**config.mk**
```make
export PLATFORM = sky130hd
export DESIGN_NAME = hpc_evt_reg
export DESIGN_NICKNAME = d
export VERILOG_FILES = /design/src/rtl/hpc_evt_pkg.sv /design/src/rtl/hpc_evt_fall.sv /design/src/rtl/hpc_evt_latch.sv /design/src/rtl/hpc_evt_mask.sv /design/src/rtl/hpc_evt_gate.sv /design/src/rtl/hpc_evt_reg.sv
export SDC_FILE = /design/constraint.sdc
export NUM_CORES = 1
export LEC_CHECK = 0
export ABC_AREA = 1
export BUFFER_PORTS_ARGS = -buffer_cell sky130_fd_sc_hd__buf_2
export CAP_MARGIN = 0
export CORE_MARGIN = 2
export CORE_UTILIZATION = 26
export DETAILED_ROUTE_END_ITERATION = 10
export PLACE_DENSITY = 0.69
export RECOVER_POWER = 50
export SYNTH_ARGS = -nofsm -noshare
export SYNTH_HDL_FRONTEND = slang
export SYNTH_HIERARCHICAL = 1
export SYNTH_SLANG_ARGS = --single-unit
```
**constraint.sdc**
```tcl
create_clock -name clk_i -period 1.9 [get_ports clk_i]
set_input_delay 0.285 -clock clk_i [delete_from_list [all_inputs] [get_ports clk_i]]
set_output_delay 0.285 -clock clk_i [all_outputs]
set_load 0.05 [all_outputs]
```
**src/rtl/hpc_evt_pkg.sv**
```systemverilog
package hpc_evt_pkg;

  localparam int unsigned EV_CMP_POS   = 16;
  localparam int unsigned EV_ARB_POS   = 17;
  localparam int unsigned MSK_GIRQ_POS = 0;
  localparam int unsigned MSK_GERR_POS = 1;
  localparam int unsigned MSK_CMP_POS  = 2;
  localparam int unsigned MSK_ARB_POS  = 3;
  localparam int unsigned N_EV         = 2;
  localparam int unsigned N_MSK        = 4;

  typedef struct packed {
    logic arb;
    logic cmp;
  } ev_t;

  typedef struct packed {
    logic arb;
    logic cmp;
    logic gerr;
    logic girq;
  } msk_t;

  localparam msk_t MSK_RST = '{arb: 1'b1, cmp: 1'b1, gerr: 1'b1, girq: 1'b1};

  function automatic int unsigned lane_of(input int unsigned pos);
    return pos / 8;
  endfunction

endpackage

```
**src/rtl/hpc_evt_fall.sv**
```systemverilog
module hpc_evt_fall (
  input  logic clk_i,
  input  logic rst_ni,
  input  logic lvl_i,
  output logic fall_o
);

  logic lvl_q;

  // reset to 0: a flag high through reset yields no edge on the first clock
  always_ff @(posedge clk_i or negedge rst_ni) begin
    if (!rst_ni) lvl_q <= 1'b0;
    else         lvl_q <= lvl_i;
  end

  assign fall_o = lvl_q & ~lvl_i;

endmodule

```
**src/rtl/hpc_evt_latch.sv**
```systemverilog
module hpc_evt_latch #(
  parameter int unsigned N = 2
) (
  input  logic         clk_i,
  input  logic         rst_ni,
  input  logic [N-1:0] set_i,
  input  logic [N-1:0] clr_i,
  output logic [N-1:0] q_o
);

  for (genvar i = 0; i < N; i++) begin : g_bit
    logic q;
    // set wins over a simultaneous clear
    always_ff @(posedge clk_i or negedge rst_ni) begin
      if (!rst_ni)       q <= 1'b0;
      else if (set_i[i]) q <= 1'b1;
      else if (clr_i[i]) q <= 1'b0;
    end
    assign q_o[i] = q;
  end

endmodule

```
**src/rtl/hpc_evt_mask.sv**
```systemverilog
module hpc_evt_mask #(
  parameter int unsigned N   = 4,
  parameter logic [N-1:0] RST = '1
) (
  input  logic         clk_i,
  input  logic         rst_ni,
  input  logic         we_i,
  input  logic [N-1:0] d_i,
  output logic [N-1:0] q_o
);

  always_ff @(posedge clk_i or negedge rst_ni) begin
    if (!rst_ni)   q_o <= RST;
    else if (we_i) q_o <= d_i;
  end

endmodule

```
**src/rtl/hpc_evt_gate.sv**
```systemverilog
module hpc_evt_gate
  import hpc_evt_pkg::*;
(
  input  ev_t  ev_i,
  input  msk_t msk_i,
  input  logic cmd_err_en_i,
  input  logic nf_msg_en_i,
  output logic irq_o,
  output logic err_o
);

  logic err_path_en;

  assign err_path_en = cmd_err_en_i | nf_msg_en_i;
  assign irq_o       = ev_i.cmp & ~msk_i.cmp & ~msk_i.girq;
  assign err_o       = ev_i.arb & ~msk_i.arb & ~msk_i.gerr & err_path_en;

endmodule

```
**src/rtl/hpc_evt_reg.sv**
```systemverilog
module hpc_evt_reg
  import hpc_evt_pkg::*;
#(
  parameter int unsigned ADDR_W  = 8,
  parameter int unsigned DATA_W  = 32,
  parameter int unsigned REG_OFS = 'h20
) (
  input  logic                clk_i,
  input  logic                rst_ni,
  input  logic [ADDR_W-1:0]   addr_i,
  input  logic                wr_en_i,
  input  logic [DATA_W/8-1:0] wr_be_i,
  input  logic [DATA_W-1:0]   wr_data_i,
  output logic [DATA_W-1:0]   rd_data_o,
  input  logic                busy_i,
  input  logic                arb_tmo_i,
  input  logic                cmd_err_en_i,
  input  logic                nf_msg_en_i,
  output logic                irq_o,
  output logic                err_req_o
);

  localparam int unsigned BE_W     = DATA_W / 8;
  localparam int unsigned LANE_EV  = lane_of(EV_ARB_POS);
  localparam int unsigned LANE_MSK = lane_of(N_MSK - 1);

  logic            addr_hit, wr_hit;
  logic            cmp_fall;
  logic [N_EV-1:0] ev_set, ev_clr, ev_raw;
  logic [N_MSK-1:0] msk_raw;
  ev_t             ev_q;
  msk_t            msk_q;
  logic [DATA_W-1:0] img;
  logic            unused_wr;

  assign addr_hit = (addr_i == ADDR_W'(REG_OFS));
  assign wr_hit   = wr_en_i & addr_hit;

  hpc_evt_fall u_fall (
    .clk_i  (clk_i),
    .rst_ni (rst_ni),
    .lvl_i  (busy_i),
    .fall_o (cmp_fall)
  );

  assign ev_set = {arb_tmo_i, cmp_fall};
  assign ev_clr = {wr_data_i[EV_ARB_POS], wr_data_i[EV_CMP_POS]}
                  & {N_EV{wr_hit & wr_be_i[LANE_EV]}};

  hpc_evt_latch #(.N(N_EV)) u_latch (
    .clk_i  (clk_i),
    .rst_ni (rst_ni),
    .set_i  (ev_set),
    .clr_i  (ev_clr),
    .q_o    (ev_raw)
  );
  assign ev_q = ev_t'(ev_raw);

  hpc_evt_mask #(.N(N_MSK), .RST(MSK_RST)) u_mask (
    .clk_i  (clk_i),
    .rst_ni (rst_ni),
    .we_i   (wr_hit & wr_be_i[LANE_MSK]),
    .d_i    (wr_data_i[N_MSK-1:0]),
    .q_o    (msk_raw)
  );
  assign msk_q = msk_t'(msk_raw);

  hpc_evt_gate u_gate (
    .ev_i         (ev_q),
    .msk_i        (msk_q),
    .cmd_err_en_i (cmd_err_en_i),
    .nf_msg_en_i  (nf_msg_en_i),
    .irq_o        (irq_o),
    .err_o        (err_req_o)
  );

  always_comb begin
    img                = '0;
    img[EV_ARB_POS]    = ev_q.arb;
    img[EV_CMP_POS]    = ev_q.cmp;
    img[N_MSK-1:0]     = msk_q;
  end

  assign rd_data_o = addr_hit ? img : '0;

  assign unused_wr = ^{wr_data_i, wr_be_i, BE_W[0]};

endmodule

```
==> results.md <==
- I/O Buffers: 30
- Yosys top cell area share: 0.333
- CTS clock-pin slew for the worst setup and hold paths: 0.05 ns
- Core area: 0.00225 sq mm
- Setup CP Type: in -> out
- Fillers: 266
- Synthesized instance count: 92
- Nets: 176
- Static Leak: 0.000445 uW
- Placer's final routability congestion estimate: 0.653
- Slew Limit Fails: 0
- Initial core utilization: 0.280
- Max-cap violations: 0
- Min Tclk post-route: 1.50 ns
- Crit path max fanout: 6
- Data required time of the critical path: 1.62 ns
- Row count: 17
- Initial antenna violation count: 0
- 1st-iter DRT viols: 2
- I/O pin count: 85
- Final design utilization: 0.324
- Full die area: 0.00284 sq mm
- Detailed placement HPWL: 887 um
- Routed via count: 508
- Multi-input logic area: 264 sq um
- CTS Buf Count: 3
- Worst setup SP type: input pin
- First-pass GRT wire length: 1.52 mm
- Pwr Density: 623 mW/mm^2
- Final hold violation count: 0
- CTS tree: yes
- Clk Latency, worst-skew pair: 0.25 ns
- Pre-Repair DR Iteration Count: 4
- Synth area leader: buf_4
- DRC errors left: 0
- Commonest non-fill, non-tap cell in the layout: buf_2
- CTS Root Cell: clkbuf_4
- Sink Count: 7
- ANT nets after route: 0
- Cts repair resizes: 0
- Setup Viol. Count Final: 0
- Clock Path Buffers: 2
- Postcts setup bufs: 0
- Run status: complete, no violations
- Antenna diode count: 0
- Overall routed net length: 1.03 mm
- Die extent in x: 53.3 um
- Hold Path Class: in -> reg
- Ys Warns: 6
- Largest net degree at the start of global routing: 8
- Worst Skew: 0.0000254 ns
- Hold-fix buffers at CTS: 1
- GR Overflow Total: 0
- Unrepaired setup endpoints after global routing: no
- Synth cell types: 13
- Top cells by area, synth: buf_4 (33%), dfstp_2 (17%), dfrtp_1 (12%), nand2_1 (11%), inv_1 (9.5%)
- Drt wl/cell: 6.78 um
- Die H: 53.3 um
- Nature of the critical path endpoint: output port
- Seq cells post-synth: 7
- Worst VDD drop: 371 uV
- F_max: 665 MHz
- Most frequent cells in the layout: buf_2 (28), conb_1 (26), nand2_1 (18)
- Fraction of layout cells with a size suffix above 1: 0.323
- Tot GR Track Use: 0.0774
- Vias in the first global route: 385
- Area growth, synth to finish: 15.9%
- Vias per cell: 3.34
- Seq/Total Area, Yosys: 0.286
- Critical Path AT: 1.22 ns
- Tcrit/Tclk final: 0.791
- H-tree depth: 1
- Final TNS setup: 0 ns
- FF/Latch Area: 180 sq um
- Post-synthesis average cell area: 6.85 sq um
- Mapped cell area: 631 sq um
==> kinds of logic after synthesis <==
family	count (synthesis)	synth area share
buffers and inverters	46	0.440
and+or+nand+nor	38	0.268
DFF	7	0.286
other	1	0.00595
==> state kept, by name, summed over array words and instances (netlist names) <==
| name | cells |
|---|---|
| u_mask/q_o | 4 |
| u_latch/g_bit.q | 2 |
| u_fall/lvl_q | 1 |
==> power by group <==
part,switching (uW),leakage [uW],internal [uW]
Clock,54.5,0.0000150,80.1
Sequential,2.19,0.0000704,155
Combinational,139,0.000359,24.4
==> metal layers <==
metal	wire length, um	vias up	share of wire	track usage
li1	-	271	-	-
met1	411	203	0.40	0.0849
met2	467	34	0.45	0.119
met3	151	0	0.15	0.0508
met4	0	0	0	0.0256
met5	0	-	0	0
==> cells in the mapped netlist, drive strengths merged <==
cell	n
and3	1
buf	28
conb	1
dfrtp	3
dfstp	4
inv	18
nand2	18
nand3	2
nor2	16
nor3b	1
==> final cells by class <==
cell class,count,share of cell area
multi-input combinational,64,0.361
clock buffer,4,0.0360
tap,28,0.0479
inverter,18,0.0925
timing repair buffer,31,0.216
sequential,7,0.247
==> path summary, 6_finish.rpt <==
kind / from / end / slack, ns / cells after the start
setup / recovery: addr_i[3] / rd_data_o[2] / 0.40 / 7
min in group asynchronous: rst_ni / u_latch/g_bit[1].q / 0.47 / 2
max in group asynchronous: rst_ni / u_mask/q_o[2] / 1.12 / 2
hold reg to reg: u_mask/q_o[3] / u_mask/q_o[3] / 0.47 / 2
setup reg to reg: u_mask/q_o[0] / u_mask/q_o[0] / 1.19 / 2
hold / removal: busy_i / u_fall/lvl_q / 0.17 / 1
==> worst max-delay path: stages <==
cell     delay (ns)
buf_2          0.09
nor2_1         0.09
nand2_1        0.06
nor2_1         0.22
inv_2          0.11
nor2_1         0.09
buf_2          0.26
==> stage by stage <==
step                hold slack (ns)  instance area [sq um]  worst slack, ns  cells  total power (uW)
floorplan                   -0.0106                    724            0.311    117               336
global placement              0.127                    699            0.442    147               321
detailed placement            0.130                    699            0.455    147               322
CTS                           0.150                    736            0.416    152               462
global route                  0.145                    731            0.235    152               485
finish                        0.167                    731            0.397    152               455
Power figures use the tool's default switching activity.
